`src/rtl/bank_router_pkg.sv`:
```
package bank_router_pkg;
  typedef enum logic [1:0] {
    MAP_LOW   = 2'd0,
    MAP_HIGH  = 2'd1,
    MAP_LINE  = 2'd2,
    MAP_BLOCK = 2'd3
  } map_mode_e;
endpackage

```
`src/rtl/bank_addr_decode.sv`:
```
module bank_addr_decode
  import bank_router_pkg::*;
#(
  parameter int ADDR_W     = 12,
  parameter int NUM_BANKS  = 8,
  parameter int LINE_WORDS = 4,
  parameter int BLOCK_WAYS = 2
) (
  input  logic [ADDR_W-1:0]                     addr,
  input  map_mode_e                             mode,
  output logic [$clog2(NUM_BANKS)-1:0]          bank,
  output logic [ADDR_W-$clog2(NUM_BANKS)-1:0]   offset
);
  localparam int LB    = $clog2(NUM_BANKS);
  localparam int LP    = $clog2(LINE_WORDS);
  localparam int LN    = $clog2(BLOCK_WAYS);
  localparam int OFF_W = ADDR_W - LB;
  localparam logic [ADDR_W-1:0] ONE = ADDR_W'(1);

  // Split-field bank: group bits above the line field, way bits at the bottom.
  function automatic logic [ADDR_W-1:0] split_bank(input logic [ADDR_W-1:0] a, input int ln);
    logic [ADDR_W-1:0] way_mask;
    logic [ADDR_W-1:0] grp_mask;
    way_mask = (ONE << ln) - ONE;
    grp_mask = (ONE << (LB - ln)) - ONE;
    return (((a >> (ln + LP)) & grp_mask) << ln) | (a & way_mask);
  endfunction

  // Split-field offset: bits above bank field, then the in-line word bits.
  function automatic logic [ADDR_W-1:0] split_off(input logic [ADDR_W-1:0] a, input int ln);
    logic [ADDR_W-1:0] line_mask;
    line_mask = (ONE << LP) - ONE;
    return ((a >> (LB + LP)) << LP) | ((a >> ln) & line_mask);
  endfunction

  logic [ADDR_W-1:0] bank_w;
  logic [ADDR_W-1:0] off_w;

  always_comb begin
    bank_w = '0;
    off_w  = '0;
    unique case (mode)
      MAP_LOW: begin
        bank_w = ADDR_W'(addr[LB-1:0]);
        off_w  = ADDR_W'(addr[ADDR_W-1:LB]);
      end
      MAP_HIGH: begin
        bank_w = ADDR_W'(addr[ADDR_W-1:OFF_W]);
        off_w  = ADDR_W'(addr[OFF_W-1:0]);
      end
      MAP_LINE: begin
        bank_w = split_bank(addr, 0);
        off_w  = split_off(addr, 0);
      end
      default: begin
        bank_w = split_bank(addr, LN);
        off_w  = split_off(addr, LN);
      end
    endcase
  end

  assign bank   = bank_w[LB-1:0];
  assign offset = off_w[OFF_W-1:0];
endmodule

```
`src/rtl/rr_port_picker.sv`:
```
module rr_port_picker #(
  parameter int NUM_PORTS = 4
) (
  input  logic                         clk,
  input  logic                         rst,
  input  logic [NUM_PORTS-1:0]         req,
  input  logic                         take,
  output logic [NUM_PORTS-1:0]         grant,
  output logic [$clog2(NUM_PORTS)-1:0] grant_idx,
  output logic                         any
);
  localparam int PW = $clog2(NUM_PORTS);

  logic [PW-1:0] ptr;

  always_comb begin
    any       = 1'b0;
    grant_idx = '0;
    for (int k = 0; k < NUM_PORTS; k++) begin
      if (!any && req[PW'(ptr + PW'(k))]) begin
        any       = 1'b1;
        grant_idx = PW'(ptr + PW'(k));
      end
    end
    grant = any ? (NUM_PORTS'(1) << grant_idx) : '0;
  end

  always_ff @(posedge clk) begin
    if (rst) begin
      ptr <= '0;
    end else if (take && any) begin
      ptr <= grant_idx + PW'(1);
    end
  end
endmodule

```
`src/rtl/bank_router.sv`:
```
module bank_router
  import bank_router_pkg::*;
#(
  parameter int NUM_PORTS  = 4,
  parameter int NUM_BANKS  = 8,
  parameter int ADDR_W     = 12,
  parameter int LINE_WORDS = 4,
  parameter int BLOCK_WAYS = 2
) (
  input  logic                                  clk,
  input  logic                                  rst,
  input  logic [1:0]                            mode,
  input  logic [NUM_PORTS-1:0]                  req_valid,
  input  logic [NUM_PORTS*ADDR_W-1:0]           req_addr,
  output logic [NUM_PORTS-1:0]                  req_ready,
  output logic [NUM_BANKS-1:0]                  bank_valid,
  input  logic [NUM_BANKS-1:0]                  bank_ready,
  output logic [ADDR_W-$clog2(NUM_BANKS)-1:0]   bank_offset,
  output logic [$clog2(NUM_PORTS)-1:0]          bank_src
);
  localparam int BANK_W = $clog2(NUM_BANKS);
  localparam int OFF_W  = ADDR_W - BANK_W;
  localparam int PORT_W = $clog2(NUM_PORTS);

  logic              out_valid;
  logic [BANK_W-1:0] out_bank;
  logic [OFF_W-1:0]  out_off;
  logic [PORT_W-1:0] out_src;

  logic              accept;
  logic              load;
  logic              any;
  logic [NUM_PORTS-1:0] grant;
  logic [PORT_W-1:0] gidx;
  logic [ADDR_W-1:0] sel_addr;
  logic [BANK_W-1:0] dec_bank;
  logic [OFF_W-1:0]  dec_off;

  assign accept = out_valid && bank_ready[out_bank];
  assign load   = !out_valid || accept;

  rr_port_picker #(.NUM_PORTS(NUM_PORTS)) u_pick (
    .clk       (clk),
    .rst       (rst),
    .req       (req_valid),
    .take      (load),
    .grant     (grant),
    .grant_idx (gidx),
    .any       (any)
  );

  assign sel_addr = req_addr[gidx*ADDR_W +: ADDR_W];

  bank_addr_decode #(
    .ADDR_W     (ADDR_W),
    .NUM_BANKS  (NUM_BANKS),
    .LINE_WORDS (LINE_WORDS),
    .BLOCK_WAYS (BLOCK_WAYS)
  ) u_dec (
    .addr   (sel_addr),
    .mode   (map_mode_e'(mode)),
    .bank   (dec_bank),
    .offset (dec_off)
  );

  always_ff @(posedge clk) begin
    if (rst) begin
      out_valid <= 1'b0;
      out_bank  <= '0;
      out_off   <= '0;
      out_src   <= '0;
    end else if (load) begin
      out_valid <= any;
      if (any) begin
        out_bank <= dec_bank;
        out_off  <= dec_off;
        out_src  <= gidx;
      end
    end
  end

  assign req_ready   = load ? grant : '0;
  assign bank_offset = out_off;
  assign bank_src    = out_src;

  for (genvar b = 0; b < NUM_BANKS; b++) begin : g_strobe
    assign bank_valid[b] = out_valid && (out_bank == BANK_W'(b));
  end
endmodule

```
`config.mk`:
```
export PLATFORM = sky130hd
export DESIGN_NAME = bank_router
export DESIGN_NICKNAME = d
export VERILOG_FILES = /design/src/rtl/bank_router_pkg.sv /design/src/rtl/bank_addr_decode.sv /design/src/rtl/rr_port_picker.sv /design/src/rtl/bank_router.sv
export SDC_FILE = /design/constraint.sdc
export NUM_CORES = 1
export LEC_CHECK = 0
export BUFFER_PORTS_ARGS = -buffer_cell sky130_fd_sc_hd__buf_2
export CAP_MARGIN = 0
export CORE_UTILIZATION = 46
export DETAILED_ROUTE_END_ITERATION = 10
export PLACE_DENSITY = 0.8
export SLEW_MARGIN = 20
export SYNTH_ARGS = -nofsm -noshare
export SYNTH_HDL_FRONTEND = slang
export SYNTH_HIERARCHICAL = 1
export SYNTH_SLANG_ARGS = --single-unit
```
`constraint.sdc`:
```
create_clock -name clk -period 2.7 [get_ports clk]
set_clock_uncertainty 0.2 [all_clocks]
set_input_delay 0.135 -clock clk [delete_from_list [all_inputs] [get_ports clk]]
set_output_delay 0.135 -clock clk [all_outputs]
set_load 0.01 [all_outputs]
```
==> results_dict.tcl <==
set metrics [dict create \
    grt_pass1_vias 1430 \
    power_mw 1.487 \
    wl_mm 3.889 \
    clk_latency_ns 0.25 \
    p_sw_mw 0.5713 \
    initial_core_util_pct 50.07 \
    critical_path.startpoint_type "flip-flop" \
    synth_edf_count 0 \
    final_antenna_net_count 0 \
    critPathMaxStageDelay_ns 0.59 \
    min_from "rst" \
    min_period_ns 2.477 \
    ctsHoldBuffers 0 \
    core_mm2 0.003468 \
    critical-path-slowest-cell "mux4_2" \
    die_h_um 63.45 \
    yosys-top-cells-count "nand2b_1 (30), mux2i_1 (26), dfxtp_1 (17), mux4_2 (12), mux2_4 (9)" \
    hold_path_end "u_pick/ptr[1]" \
    grt_setup_unrepaired "no" \
    p_seq_share_pct 26.8 \
    reg2reg_depth 9 \
    timing.rr.start "u_pick/ptr[0]" \
    slew_headroom_pct 48.56 \
    swShare_pct 38.43 \
    grt_pass1_wl_mm 6.341 \
    avgSynthCellArea_um2 10.40 \
    drt-pass1-iter-count 4 \
    stdcell_area_mm2 0.002207 \
    p_clk_share_pct 12.9 \
    numPortBuffers 86 \
    yosysTopAreaCell "dfxtp_1" \
    fmax_ghz 0.4038 \
    r2r_slack_ns 0.22 \
    placed_area_mm2 0.002160 \
    syn-num-nets 235 \
    hpwl_mm 3.204 \
    synth_seq_cells 17 \
    critPathCaptureType "flip-flop" \
    dp_slack_ns 0.2563 \
    die_w_um 63.45 \
    critPathMaxFanout 13 \
    reg2reg_to "out_bank[2]" \
    fin_setup_tns_ns 0 \
    setup_ws_ns 0.2233 \
    ys_seq_area_share_pct 19.60 \
    worst_pin_slew_ns 0.7658 \
    crit_buf_inv 1 \
    grt_max_degree 32 \
    drt-initial-drc-count 41 \
    synthArstFlopShare_pct 0 \
    drv_slew 0 \
    dp_cells 290 \
    peakVddDrop_uv 344.1 \
    clock-sinks 17 \
    yosys_warnings 6 \
    wl_per_cell_um 13.23 \
    synthTopCellsByArea "dfxtp_1 (20%), mux4_2 (16%), mux2i_1 (15%)" \
    num_vias 1517 \
    cpMostUsedCell "mux2i_1" \
    clk_pin_slew_ns 0.07 \
    grt_overflow 0 \
    die_area_mm2 0.004025 \
    critPathRequiredTime_ns 2.64 \
    maxCapViolations 0 \
    finalCritPeriodShare_pct 91.73 \
    hold_depth 2 \
    hold_class "input port to flip-flop" \
    n_antenna_cell 0 \
    cp_top_family "multiplexers" \
    clockBufferDepth 2 \
    stdcell_count 294 \
    ios 87 \
    path_cells "nor2b_1 > o21bai_1 > o211a_1 > buf_4 > mux4_2 > mux2i_1 > o21ai_0 > nand2b_1 > mux2i_1" \
    antenna_found_initial 0 \
    cts_max_level 1 \
    yosysMostFrequentCell "nand2b_1" \
    power_frac_comb_pct 60.2 \
    synth_cells 167 \
    syn_area_mm2 0.001737 \
    core.rowCount 21 \
    netlist.area_leader.share_pct 19.60 \
    p_per_area_mw_per_mm2 673.7 \
    area_growth_pct 27.09 \
    worstPathArrival_ns 2.42 \
    gr-usage-all-layers_pct 19.79 \
    fin_nets 317 \
    leakage_nw 1.101 \
    remaining_drc_errors 0 \
    ys.flop_type "dfxtp_1" \
    hold_viol 0 \
    drt-vias-per-instance 5.160 \
    cts_tree "done" \
    synth.distinct_cells 36 \
    drive_above_1_share_pct 50.00 \
    cts_root_buf "clkbuf_8" \
    path_class "flip-flop to flip-flop" \
    timing.hold.ws_ns 0.1006 \
    cts_made_buffers 3 \
    cts_post_setup_buffers_inserted 0 \
    p_int_mw 0.9155 \
    setup_violations 0 \
    outcome "completed" \
    place_congestion 0.7621 \
    utilization_pct 63.64 \
]
-- final cells by class --
| class | instances | area (um2) |
|---|---|---|
| clock inverter | 1 | 5.005 |
| timing repair buffer | 90 | 460.4 |
| clock buffer | 3 | 41.29 |
| fill | 320 | 1261 |
| inverter | 3 | 11.26 |
| multi-input combinational | 134 | 1291 |
| tap | 46 | 57.56 |
| sequential | 17 | 340.3 |
-- power groups by stage --
| stage | Clock (mW) | Sequential (mW) | Combinational [mW] |
|---|---|---|---|
| detailed placement | 0 | 0.405 | 0.899 |
| floorplan | 0 | 0.391 | 0.682 |
| global route | 0.212 | 0.412 | 0.981 |
| global placement | 0 | 0.399 | 0.882 |
| CTS | 0.199 | 0.399 | 0.902 |
| finish | 0.192 | 0.399 | 0.896 |
-- layer usage --
metal	vias to the layer above	track usage (%)	part of all wire, %
met5	-	0	0
met2	62	36.04	49
met1	689	23.95	44
li1	762	-	-
met3	4	2.899	5.8
met4	0	5.114	1.1
-- cells in the final DEF (no fill, tap or decap), types with 4 or more instances in the layout --
master and n:
nor2_1 7, and2_1 4, mux2i_1 26, nor2b_1 8, buf_4 4, nand2_1 5, buf_2 86, dfxtp_1 17
nand2b_1 30, mux4_2 12, ha_1 4, mux2_4 9
-- kinds of logic (layout without fill, tap and decap cells) --
family                   Yosys count  in the layout  synth area share [%]
AO/OA/AOI/OAI                     19             19                 9.726
adder cells (fa/ha/maj)            4              4                 2.882
buffers and inverters             16             97                 6.123
flip-flops                        17             17                 19.60
multiplexers                      49             49                 39.63
AND/OR/NAND/NOR                   62             62                 22.05
-- how the worst max path moves through the flow --
| stage | from | to | cells past startpoint |
|---|---|---|---|
| detailed placement | u_pick/ptr[1] | bank_offset[5] | 7 |
| floorplan | u_pick/ptr[0] | bank_offset[2] | 8 |
| global placement | u_pick/ptr[0] | bank_offset[2] | 8 |
| global route | u_pick/ptr[0] | out_bank[2] | 9 |
| CTS | u_pick/ptr[1] | req_ready[2] | 8 |
| finish | u_pick/ptr[0] | out_bank[2] | 9 |
-- flip-flops by register name, summed over array words and instances, names as in the netlist --
signal	count
bank_src	2
out_valid	1
u_pick/ptr	2
bank_offset	9
out_bank	3
-- timing repair --
action,4_1_cts,5_1_grt
resized for setup,0,1
endpoints found under the setup margin,0,1
hold endpoints to repair,0,0
Note: power is estimated with default switching activity, not from simulation.
